===== src/rtl/vlc_pkg.sv =====
`timescale 1ns/1ps
package vlc_pkg;
    typedef enum logic [1:0] {
        PH_ACTIVE,
        PH_BLANK_PRE,
        PH_BLANK_POST,
        PH_TAIL
    } vlc_phase_e;
endpackage


===== src/rtl/vlc_line_index.sv =====
`timescale 1ns/1ps
module vlc_line_index #(
    parameter int SHORT_TOTAL    = 262,
    parameter int LONG_TOTAL     = 313,
    parameter int SHORT_LAST_PRE = 234,
    parameter int SHORT_JUMP_TO  = 229,
    parameter int LONG_LAST_PRE  = 258,
    parameter int LONG_JUMP_TO   = 202,
    localparam int IDX_W = $clog2(LONG_TOTAL)
) (
    input  logic             clk,
    input  logic             rst,
    input  logic             line_end,
    input  logic             long_mode,
    output logic [IDX_W-1:0] idx,
    output logic [IDX_W-1:0] last_line,
    output logic [IDX_W-1:0] last_pre,
    output logic [IDX_W-1:0] jump_ofs,
    output logic             frame_start
);
    localparam logic [IDX_W-1:0] S_LAST = IDX_W'(SHORT_TOTAL - 1);
    localparam logic [IDX_W-1:0] L_LAST = IDX_W'(LONG_TOTAL - 1);
    localparam logic [IDX_W-1:0] S_PRE  = IDX_W'(SHORT_LAST_PRE);
    localparam logic [IDX_W-1:0] L_PRE  = IDX_W'(LONG_LAST_PRE);
    localparam logic [IDX_W-1:0] S_OFS  = IDX_W'(SHORT_LAST_PRE + 1 - SHORT_JUMP_TO);
    localparam logic [IDX_W-1:0] L_OFS  = IDX_W'(LONG_LAST_PRE + 1 - LONG_JUMP_TO);

    logic mode_q;
    logic at_last;

    always_comb begin
        last_line = mode_q ? L_LAST : S_LAST;
        last_pre  = mode_q ? L_PRE  : S_PRE;
        jump_ofs  = mode_q ? L_OFS  : S_OFS;
        at_last   = (idx == last_line);
    end

    always_ff @(posedge clk) begin
        if (rst) begin
            idx         <= '0;
            mode_q      <= long_mode;
            frame_start <= 1'b0;
        end else if (line_end) begin
            if (at_last) begin
                idx         <= '0;
                mode_q      <= long_mode;
                frame_start <= 1'b1;
            end else begin
                idx         <= idx + IDX_W'(1);
                frame_start <= 1'b0;
            end
        end else begin
            frame_start <= 1'b0;
        end
    end

    assert_idx_range_R3: assert property (@(posedge clk) disable iff (rst)
        idx <= last_line);
    assert_step_R2: assert property (@(posedge clk) disable iff (rst)
        (line_end && !at_last) |=> (idx == $past(idx) + IDX_W'(1)));
    assert_hold_R2: assert property (@(posedge clk) disable iff (rst)
        !line_end |=> ($stable(idx) && !frame_start));
    assert_wrap_R9: assert property (@(posedge clk) disable iff (rst)
        (line_end && at_last) |=> (idx == '0 && frame_start));
    assert_mode_frozen_R10: assert property (@(posedge clk) disable iff (rst)
        !(line_end && at_last) |=> $stable(mode_q));
endmodule


===== src/rtl/vlc_phase_fsm.sv =====
`timescale 1ns/1ps
module vlc_phase_fsm
    import vlc_pkg::*;
#(
    parameter int ACTIVE_LINES = 224,
    parameter int IDX_W        = 9
) (
    input  logic             clk,
    input  logic             rst,
    input  logic             line_end,
    input  logic [IDX_W-1:0] idx,
    input  logic [IDX_W-1:0] last_line,
    input  logic [IDX_W-1:0] last_pre,
    output vlc_phase_e       phase,
    output logic             vblank,
    output logic             jumped
);
    localparam logic [IDX_W-1:0] LAST_ACTIVE = IDX_W'(ACTIVE_LINES - 1);

    vlc_phase_e phase_nx;

    always_comb begin
        phase_nx = phase;
        if (line_end) begin
            unique case (phase)
                PH_ACTIVE:     if (idx == LAST_ACTIVE)            phase_nx = PH_BLANK_PRE;
                PH_BLANK_PRE:  if (idx == last_pre)               phase_nx = PH_BLANK_POST;
                PH_BLANK_POST: if (idx == last_line - IDX_W'(1))  phase_nx = PH_TAIL;
                PH_TAIL:                                          phase_nx = PH_ACTIVE;
                default:                                          phase_nx = PH_ACTIVE;
            endcase
        end
    end

    always_ff @(posedge clk) begin
        if (rst) phase <= PH_ACTIVE;
        else     phase <= phase_nx;
    end

    always_comb begin
        unique case (phase)
            PH_ACTIVE:     begin vblank = 1'b0; jumped = 1'b0; end
            PH_BLANK_PRE:  begin vblank = 1'b1; jumped = 1'b0; end
            PH_BLANK_POST: begin vblank = 1'b1; jumped = 1'b1; end
            PH_TAIL:       begin vblank = 1'b0; jumped = 1'b1; end
            default:       begin vblank = 1'b0; jumped = 1'b0; end
        endcase
    end

    assert_active_lines_R5: assert property (@(posedge clk) disable iff (rst)
        (phase == PH_ACTIVE) |-> (idx <= LAST_ACTIVE));
    assert_blank_start_R5: assert property (@(posedge clk) disable iff (rst)
        (idx == IDX_W'(ACTIVE_LINES)) |-> vblank);
    assert_tail_last_R8: assert property (@(posedge clk) disable iff (rst)
        (phase == PH_TAIL) |-> (idx == last_line && !vblank));
endmodule


===== src/rtl/vlc_count_map.sv =====
`timescale 1ns/1ps
module vlc_count_map #(
    parameter int IDX_W = 9,
    parameter int VIS_W = 8
) (
    input  logic [IDX_W-1:0] idx,
    input  logic [IDX_W-1:0] jump_ofs,
    input  logic             jumped,
    output logic [VIS_W-1:0] vcount
);
    logic [IDX_W-1:0] shifted;

    always_comb begin
        shifted = idx - jump_ofs;
        vcount  = jumped ? shifted[VIS_W-1:0] : idx[VIS_W-1:0];
    end
endmodule


===== src/rtl/vline_counter.sv =====
`timescale 1ns/1ps
module vline_counter #(
    parameter int ACTIVE_LINES   = 224,
    parameter int SHORT_TOTAL    = 262,
    parameter int LONG_TOTAL     = 313,
    parameter int SHORT_LAST_PRE = 234,
    parameter int SHORT_JUMP_TO  = 229,
    parameter int LONG_LAST_PRE  = 258,
    parameter int LONG_JUMP_TO   = 202,
    parameter int VIS_W          = 8,
    localparam int IDX_W = $clog2(LONG_TOTAL)
) (
    input  logic             clk,
    input  logic             rst,
    input  logic             line_end,
    input  logic             long_mode,
    output logic [VIS_W-1:0] vcount,
    output logic [IDX_W-1:0] line_idx,
    output logic             vblank,
    output logic             frame_start
);
    import vlc_pkg::*;

    logic [IDX_W-1:0] last_line, last_pre, jump_ofs;
    vlc_phase_e       phase;
    logic             jumped;

    vlc_line_index #(
        .SHORT_TOTAL(SHORT_TOTAL), .LONG_TOTAL(LONG_TOTAL),
        .SHORT_LAST_PRE(SHORT_LAST_PRE), .SHORT_JUMP_TO(SHORT_JUMP_TO),
        .LONG_LAST_PRE(LONG_LAST_PRE), .LONG_JUMP_TO(LONG_JUMP_TO)
    ) u_index (
        .clk(clk), .rst(rst), .line_end(line_end), .long_mode(long_mode),
        .idx(line_idx), .last_line(last_line), .last_pre(last_pre),
        .jump_ofs(jump_ofs), .frame_start(frame_start)
    );

    vlc_phase_fsm #(.ACTIVE_LINES(ACTIVE_LINES), .IDX_W(IDX_W)) u_phase (
        .clk(clk), .rst(rst), .line_end(line_end), .idx(line_idx),
        .last_line(last_line), .last_pre(last_pre),
        .phase(phase), .vblank(vblank), .jumped(jumped)
    );

    vlc_count_map #(.IDX_W(IDX_W), .VIS_W(VIS_W)) u_map (
        .idx(line_idx), .jump_ofs(jump_ofs), .jumped(jumped), .vcount(vcount)
    );

    assert_final_ff_R9: assert property (@(posedge clk) disable iff (rst)
        frame_start |-> (vcount == '0 && !vblank && $past(vcount) == '1));
    assert_fe_blank_R8: assert property (@(posedge clk) disable iff (rst)
        (jumped && vcount == VIS_W'(254)) |-> vblank);
endmodule


===== config.mk =====
export PLATFORM = sky130hd
export DESIGN_NAME = vline_counter
export DESIGN_NICKNAME = d
export VERILOG_FILES = /design/src/rtl/vlc_pkg.sv /design/src/rtl/vlc_line_index.sv /design/src/rtl/vlc_phase_fsm.sv /design/src/rtl/vlc_count_map.sv /design/src/rtl/vline_counter.sv
export SDC_FILE = /design/constraint.sdc
export NUM_CORES = 1
export LEC_CHECK = 0
export ABC_AREA = 1
export BUFFER_PORTS_ARGS = -buffer_cell sky130_fd_sc_hd__clkbuf_2
export CAP_MARGIN = 20
export CORE_UTILIZATION = 37
export CTS_CLUSTER_SIZE = 10
export DETAILED_ROUTE_END_ITERATION = 8
export SLEW_MARGIN = 10
export SYNTH_ARGS = -nofsm -noshare
export SYNTH_HDL_FRONTEND = slang
export SYNTH_SLANG_ARGS = --single-unit

===== constraint.sdc =====
create_clock -name clk -period 3.3 [get_ports clk]
set_clock_uncertainty 0.2 [all_clocks]
set_input_delay 0.165 -clock clk [delete_from_list [all_inputs] [get_ports clk]]
set_output_delay 0.165 -clock clk [all_outputs]
set_load 0.05 [all_outputs]

Word-level counts from Yosys, hierarchy flattened
Index checks and enable logic that the tools add are counted.
{"block": "classes", "add_sub_neg": 3, "n_eq_ne": 10, "n_mux": 15, "bitwise": 1, "reduce_logical": 10}
{"operator": "== test 9 bit", "n": 3}
{"operator": "two-way mux 9 bit", "n": 2}
{"operator": "two-way mux 6 bit", "n": 2}
{"operator": "OR reduction 2 bit", "n": 5}
{"operator": "adder 9 x 1 -> 9 bit, second input constant", "n": 1}
{"operator": "== test 9 x 8 -> 1 bit, second input constant", "n": 1}
{"operator": "subtractor 9 x 1 -> 9 bit, second input constant", "n": 1}
{"operator": "two-way mux 8 bit", "n": 1}
{"operator": "case mux 2 bit (4 select lines)", "n": 1}
{"operator": "subtractor 8 x 6 -> 8 bit", "n": 1}
{"operator": "two-way mux 2 bit", "n": 3}
{"operator": "inequality test 2 x 1 -> 1 bit, second input constant", "n": 3}
{"operator": "== test 2 bit, second input constant", "n": 2}
{"operator": "two-way mux 1 bit", "n": 4}
{"operator": "case mux 1 bit (2 select lines)", "n": 2}
{"operator": "AND reduction 4 bit", "n": 1}
{"operator": "nonzero test 2 bit", "n": 2}
{"operator": "== test 2 x 1 -> 1 bit, second input constant", "n": 1}
{"operator": "logical NOT 2 bit", "n": 1}
{"operator": "AND reduction 2 bit", "n": 1}
{"operator": "NOT 1 bit", "n": 1}
{"block": "word_totals", "regBits": 13, "inputBits": 4, "output_inout_bits": 19, "wordCells": 43}

Longest topological paths before layout
Gate-level depths: netlist (run 1).
{"block": "depth", "depth_word": 5, "ltp_mapped": 11, "ltp_nobuf": 11}

Modules after synthesis
From an unflattened synthesis (run 1), not the netlist that was laid out.
{"block": "unflattened", "hier_cells": 298, "hier_area_um2": 1901.8}
{"mod": "vlc_line_index", "instances": 1, "cells_each": 98, "area_per_inst_um2": 747.0, "seq_area_each_um2": 230.2}
{"mod": "vlc_phase_fsm", "instances": 1, "cells_each": 119, "area_per_inst_um2": 705.7, "seq_area_each_um2": 40.0}
{"mod": "vlc_count_map", "instances": 1, "cells_each": 81, "area_per_inst_um2": 449.2, "seq_area_each_um2": 0.0}

Least setup slack after synthesis (run 1)
No wires, ideal clock.
{"block": "synth_path", "path_kind": "reg2out", "start": "register u_index.idx[2]", "end": "output vcount[3]", "arrival_time_ns": 2.618, "t_required_ns": 2.935, "path_slack_ns": 0.317, "stages_incl_launch_ff": 6, "path_buffers": 0, "path_cell_list": "dfxtp_1 > ha_1 > a21oi_1 > nand2_1 > xnor2_1 > o21ai_0"}
{"block": "synth_between", "elab_chain_len": 2}
{"element": "from (decl)", "line_no": "vlc_line_index.sv:15", "rtl": "output logic [IDX_W-1:0] idx,"}
{"element": "from (signal assigned)", "line_no": "vlc_line_index.sv:49", "rtl": "idx <= idx + IDX_W'(1);"}
{"element": "subtractor 8 x 6 -> 8 bit", "line_no": "vlc_count_map.sv:14", "rtl": "shifted = idx - jump_ofs;"}
{"element": "two-way mux 8 bit", "line_no": "vlc_count_map.sv:15", "rtl": "vcount = jumped ? shifted[VIS_W-1:0] : idx[VIS_W-1:0];"}
{"element": "to (decl)", "line_no": "vline_counter.sv:17", "rtl": "output logic [VIS_W-1:0] vcount,"}
Every way passes these cells.

Worst setup path after layout (run 1)
{"block": "layout_path", "start": "register u_index.mode_q", "end": "output vcount[7]"}
{"block": "layout_between", "elab_chain_len": 3}
{"element": "from (decl)", "line_no": "vlc_line_index.sv:28", "rtl": "logic mode_q;"}
{"element": "from (signal assigned)", "line_no": "vlc_line_index.sv:41", "rtl": "mode_q <= long_mode;"}
{"element": "from (signal assigned)", "line_no": "vlc_line_index.sv:46", "rtl": "mode_q <= long_mode;"}
{"element": "two-way mux 6 bit", "line_no": "vlc_line_index.sv:34", "rtl": "jump_ofs = mode_q ? L_OFS : S_OFS;"}
{"element": "subtractor 8 x 6 -> 8 bit", "line_no": "vlc_count_map.sv:14"}
{"element": "two-way mux 8 bit", "line_no": "vlc_count_map.sv:15"}
Every way passes these cells.

==> flow_metrics.py, run 1 <==
metrics = {
    "power": {
        "switching_share_pct": 31.3,
        "vdd.ir_drop.worst_uv": 213,
        "pwr-share-seq_pct": 49.6,
        "p_sw_uw": 106,
        "p_int_uw": 234,
        "power-per-cell-area_nw_per_um2": 262,
        "pwr-share-clk_pct": 28.9,
        "power.share.combinational_pct": 21.5,
        "power_leakage_nw": 0.651,
    },
    "logic_synthesis": {
        "syn_area_per_cell_um2": 6.78,
        "synth_area_um2": 1120,
        "synth_seq_area_share_pct": 24.0,
        "syn_inst": 166,
        "ys_ff_latch": 13,
        "yosys_warnings": 0,
        "yosysUniqueCellTypes": 29,
        "synthesis.nets": 185,
    },
    "timing": {
        "setup_viol_count_final": 0,
        "fmax_mhz": 382,
        "slew_headroom_pct": 59.2,
        "min_period_ps": 2620,
        "tightest_slew_ps": 610,
        "hold_viol": 0,
        "layout_worst_path_cycle_share_pct": 79.4,
        "slew_violations": 0,
        "fin_setup_tns_ps": 0,
        "rsz0062_at_grt": "no",
    },
    "place": {
        "io_buffer_count": 22,
        "dp_hpwl_um": 1970,
        "gp_congestion": 0.857,
    },
    "die": {
        "fp-row-count": 19,
        "die_h_um": 57.1,
        "fp.dieArea_um2": 3260,
        "io-pin-count": 23,
        "start_util_pct": 39.8,
        "fp.coreArea_um2": 2830,
        "fp.dieW_um": 57.1,
    },
    "critical_path": {
        "critical_path_arrival_ps": 2260,
        "startpoint": "u_index.mode_q",
        "critPathKind": "reg2out",
        "crit_required_ps": 2930,
        "worstSetupEndpointType": "output pin",
        "critPathLaunchType": "register",
        "crit_fanout": 7,
        "timing.rr.start": "u_index.mode_q",
    },
    "final_layout": {
        "layout_common_cells": "39 x nand2_1, 23 x nor2_1, 22 x clkbuf_2",
        "fin_nets": 211,
        "final_common_cell": "nand2_1",
        "drive_above_1_share_pct": 18.8,
        "fillers": 311,
        "n_antenna_cell": 0,
        "finish.utilization_pct": 45.9,
        "syn_to_final_growth_pct": 15.3,
    },
    "drt": {
        "initialDrtViolationCount": 60,
        "via_count": 1122,
        "drtAntennaViolNets": 0,
        "routed_via_density": 5.05,
        "wire_per_inst_um": 10.9,
        "routed_wl_um": 2430,
        "drc_errors": 3,
        "drt_pass1_iterations": 9,
    },
    "clock_tree": {
        "post_cts_buffers": 0,
        "clockRootBuffer": "clkbuf_4",
        "cts.htree.levels": 1,
        "cts_made_buffers": 3,
        "clock_sinks": 13,
        "clk_pin_slew_ps": 80,
        "clock_latency_ps": 270,
        "cts_tree": "built",
        "clk_path_buf_depth": 2,
    },
    "grt": {
        "grt_pass1_vias": 982,
        "grt_max_degree": 12,
        "track_usage_pct": 16.6,
        "overflow": 0,
        "antenna_found_initial": 0,
        "grt_pass1_wl_um": 4350,
    },
    "run_status": {
        "violations": "design-rule violations",
        "outcome": "complete, but fails checks",
    },
    "job": {
        "maxCapViolCount": 0,
    },
    "min_path": {
        "holdCritStartpoint": "line_end",
        "hold_class": "in2reg",
    },
}
area by class of cell:
cell class,instances,area (um2),share of cell area (%)
clock buffers,4,26.3,2.03
inverters,22,82.6,6.36
multi-input cells,128,749,57.8
flip-flops and latches,13,270,20.8
well taps,31,38.8,2.99
repair buffers,24,130,10.0
cell usage after synthesis (all sizes together):
cell	n	area share (%)
nand3	12	5.3
xnor2	2	1.6
nand2	40	14
nor3b	1	0.67
edfxtp	1	2.7
nor3	8	4.4
or2	1	0.56
o21ai	5	3.2
a21oi	8	3.6
inv	22	7.3
fa	1	1.8
buf	2	1.7
a31o	1	0.78
ha	14	16
o211ai	1	0.67
nand4	3	1.7
a211oi	2	1.3
nor2	26	9.8
o22ai	1	0.56
xor2	2	1.6
clkbuf	1	0.33
dfxtp	12	21
registers in the layout (all words and copies together), names as in the netlist:
| name | cells |
|---|---|
| u_index.frame_start | 1 |
| u_index.idx | 9 |
| u_index.mode_q | 1 |
| u_phase.phase | 2 |
repair_timing:
action                                 4_1_cts  5_1_grt
gates resized for setup                      0        0
hold buffers                                 2        0
endpoints found under the hold margin        2        0
stage by stage:
step | instances | setup slack [ps] | area (um2) | total power, mW | hold WS (ps)
finish | 222 | 679 | 1300 | 0.340 | 13.0
global route | 222 | 391 | 1300 | 0.363 | 28.2
CTS | 222 | 661 | 1300 | 0.343 | 9.91
detailed placement | 216 | 968 | 1250 | 0.244 | 153
global placement | 216 | 1050 | 1250 | 0.244 | 148
floorplan | 166 | 317 | 1120 | 0.228 | 41.8
routing by layer:
metal | wire length (um) | part of all wire, % | global-route usage, %
met1 | 1150 | 47 | 23.6
met2 | 1130 | 47 | 26.7
met3 | 117 | 4.8 | 1.36
met4 | 27 | 1.1 | 5.23
met5 | 0 | 0 | 0
logic make-up (layout without fill, tap and decap cells):
logic type               after synthesis  in the layout  share of synthesized area (%)
AND/OR/NAND/NOR                       91             91                           36.0
buffers and inverters                 25             50                           9.34
AO/OA/AOI/OAI                         18             18                           10.1
adder cells (fa/ha/maj)               15             15                           17.4
flip-flops                            13             13                           24.0
XOR/XNOR                               4              4                           3.12
worst max-delay path: stages, from the launching register on:
cell and delay (ps):
edfxtp_1 490, inv_1 140, ha_1 400, nand2_1 100, inv_1 60, nand4_1 80
o211ai_1 120, nand2_1 120, nand2_1 80, nor2_1 40, nor2_1 90, clkbuf_2 280
power groups by stage:
stage / registers [mW] / logic (mW) / clock network, mW
floorplan: 0.179 / 0.0493 / 0
global placement: 0.172 / 0.0716 / 0
detailed placement: 0.173 / 0.0716 / 0
CTS: 0.169 / 0.0739 / 0.100
global route: 0.170 / 0.0829 / 0.110
finish: 0.169 / 0.0730 / 0.0984
final timing paths:
path	end	slack, ps	cells past startpoint
worst max-delay path	vcount[7]	680	11
worst min-delay path	u_index.idx[1]	10	2
worst max register to register	u_index.mode_q	1070	6
worst min register to register	u_phase.phase[1]	340	2
Note: power is estimated with default switching activity, not from simulation.
==> inputs of run 2 (changes only) <==
ABC_AREA = 0   (was 1)
clock period = 2.6 ns   (was 3.3 ns; I/O delays follow)
==> run 2 against run 1 <==
- the run ends with negative setup slack left
- largest cell class unchanged
- non-clock buffer count up 11
- cell area is 7.6% higher
- utilization rose by 5.2 points
- sequential power up 26%
- clock-buffer cell count stayed put
- register-to-register slack got worse by 790 ps
- worst setup slack lost 750 ps
- largest power group unchanged
- wire length down 2.7%
- die area fell by 5.7%
- highest routed layer unchanged
- via count decreased by 13%
- synthesized cell count shrank 28%
==> flow_metrics.py, run 2 <==
metrics = {
    "logic_synthesis": {
        "synth_area_um2": 1060,
        "synth_seq_area_share_pct": 25.5,
        "yosysTopAreaCellShare_pct": 22.7,
        "yosysUniqueCellTypes": 42,
        "yosys_warnings": 0,
        "ys_ff_latch": 13,
        "synth_area_leaders": "dfxtp_1 23%, ha_1 17%, xor2_1 5.8%",
        "synth_edf_count": 1,
        "synthArstFlopShare_pct": 0,
        "yosys.area.top_type": "dfxtp_1",
        "synth_common_cells": "14 x ha_1, 14 x nor2_1, 12 x dfxtp_1",
        "synthesis.nets": 139,
        "syn_inst": 120,
        "yosys_most_used_dff": "dfxtp_1",
        "syn_area_per_cell_um2": 8.82,
    },
    "critical_path": {
        "reg2reg_slack_ps": 280,
        "worstSetupEndpointType": "output pin",
        "critical_path_arrival_ps": 2340,
        "r2r_end": "u_phase.phase[1]",
        "critPathLaunchType": "register",
        "startpoint": "u_index.idx[0]",
        "timing.rr.start": "u_index.mode_q",
        "crit_fanout": 5,
        "r2r_cells": 8,
        "crit_required_ps": 2270,
        "critPathKind": "reg2out",
    },
    "timing": {
        "slew_violations": 0,
        "fmax_mhz": 374,
        "min_period_ps": 2670,
        "hold_viol": 0,
        "slew_headroom_pct": 69.8,
        "setup_ws_ps": -72.1,
        "tightest_slew_ps": 452,
        "rsz0062_at_grt": "yes",
        "setup_viol_count_final": 1,
        "layout_worst_path_cycle_share_pct": 103,
    },
    "final_layout": {
        "syn_to_final_growth_pct": 31.9,
        "largest_register_ff_count": 9,
        "drive_above_1_share_pct": 31.6,
        "largest-register": "u_index.idx",
        "reg_top3": "u_index.idx (9), u_phase.phase (2)",
        "final_common_cell": "clkbuf_2",
        "layout_common_cells": "17 x clkbuf_2, 14 x nor2_1, 14 x ha_1",
        "n_antenna_cell": 0,
        "fin_nets": 175,
    },
    "run_status": {
        "violations": "negative setup slack",
        "outcome": "complete, but fails checks",
    },
    "place": {
        "gp_congestion": 0.816,
        "io_buffer_count": 22,
        "post-place-ws_ps": 42.4,
        "dp_hpwl_um": 1840,
    },
    "clock_tree": {
        "cts_tree": "built",
        "clock_sinks": 13,
        "clk_path_buf_depth": 2,
        "clockRootBuffer": "clkbuf_4",
        "cts_made_buffers": 3,
        "clock_latency_ps": 270,
        "cts.htree.levels": 1,
        "clk_pin_slew_ps": 80,
    },
    "job": {
        "maxCapViolCount": 0,
    },
    "drt": {
        "drc_errors": 0,
        "initialDrtViolationCount": 14,
        "routed_wl_um": 2360,
        "drt_pass1_iterations": 4,
        "wire_per_inst_um": 12.7,
        "drtAntennaViolNets": 0,
        "via_count": 980,
        "routed_via_density": 5.27,
    },
    "die": {
        "io-pin-count": 23,
        "fp.coreArea_um2": 2730,
        "fp.dieW_um": 55.5,
        "start_util_pct": 38.7,
        "fp-row-count": 19,
        "die_h_um": 55.5,
        "fp.dieArea_um2": 3080,
    },
    "power": {
        "finalPower_uw": 465,
        "power_leakage_nw": 0.653,
        "power-per-cell-area_nw_per_um2": 333,
        "vdd.ir_drop.worst_uv": 313,
    },
    "grt": {
        "antenna_found_initial": 0,
        "grt_pass1_wl_um": 3900,
        "overflow": 0,
        "grt_pass1_vias": 901,
        "grt_max_degree": 14,
        "track_usage_pct": 16.0,
    },
    "min_path": {
        "holdCritStartpoint": "u_phase.phase[0]",
        "min_to": "u_phase.phase[0]",
        "holdPathStages": 2,
        "hold_class": "reg2reg",
    },
}
## run 2: cell types whose count changed after synthesis, moves of 3 or more
| cell | change |
|---|---|
| a21oi_1 | -5 |
| and3_1 | +3 |
| inv_1 | -13 |
| nand2_1 | -35 |
| nand3_1 | -7 |
| nor2_1 | -9 |
| xnor2_1 | +3 |
| xor2_1 | +5 |
## run 2: cells by family after synthesis
kind of cell	share of synthesized area [%]
adders and majority gates	18.4
xor gates and xnor gates	9.93
DFF	25.5
muxes	2.96
and+or+nand+nor	25.8
buffers and inverters	4.49
AOI/OAI and AO/OA	12.9
## run 2: worst max path at each step
stage / depth (start not counted) / end / slack [ps]
after detailed placement: 10 / vcount[6] / 40
final: 10 / vcount[6] / -70
after floorplan: 9 / vcount[6] / 0.7
after global placement: 10 / vcount[6] / 60
after CTS: 10 / vcount[6] / -120
after global routing: 10 / vcount[6] / -200
## run 2: per-stage QoR
stage / setup TNS (ps) / utilization (%) / area, um2 / hold WS, ps / std cells
after floorplan: 0 / - / 1110 / 2.38 / 120
after global placement: 0 / 47.3 / 1290 / 109 / 175
after detailed placement: 0 / 47.3 / 1290 / 112 / 175
after CTS: -156 / 50.0 / 1370 / 358 / 183
after global routing: -211 / 51.1 / 1400 / 362 / 186
final: -72.1 / 51.1 / 1400 / 354 / 186
## run 2: critical path, stage by stage, from the launching register on
cell and delay [ps]:
dfxtp_4 370, inv_4 70, ha_1 140, inv_1 50
fa_2 350, a21o_1 180, a21oi_2 160, o21bai_1 90
a211oi_2 330, xor2_4 190, buf_12 150
## run 2: power breakdown
part / switching, mW / internal, mW / leakage (nW) / total, mW
Clock: 0.0636 / 0.0594 / 0.0150 / 0.123
Combinational: 0.0772 / 0.0520 / 0.530 / 0.129
Sequential: 0.00627 / 0.207 / 0.108 / 0.213
## run 2: metal layers
metal	vias up	track usage (%)	wire, um	part of all wire (%)
met3	4	2.58	59	2.5
met5	-	0	0	0
met2	18	25.3	1150	49
met4	0	9.64	34	1.4
met1	453	20.4	1120	47
li1	505	-	-	-
## run 2: layout make-up
type,count,area [um2]
clock buffers,4,26.3
fillers,251,1340
inverters,7,28.8
multi-input cells,96,792
flip-flops and latches,13,275
well taps,31,38.8
repair buffers,35,235
## run 2: repair_timing
| item | in CTS | in global routing |
|---|---|---|
| endpoints found under the hold margin | 5 | 0 |
| hold buffers | 3 | 0 |
| resized for setup | 3 | 9 |
| setup buffers | 1 | 3 |
| endpoints found under the setup margin | 2 | 5 |
| pin swaps | 3 | 2 |
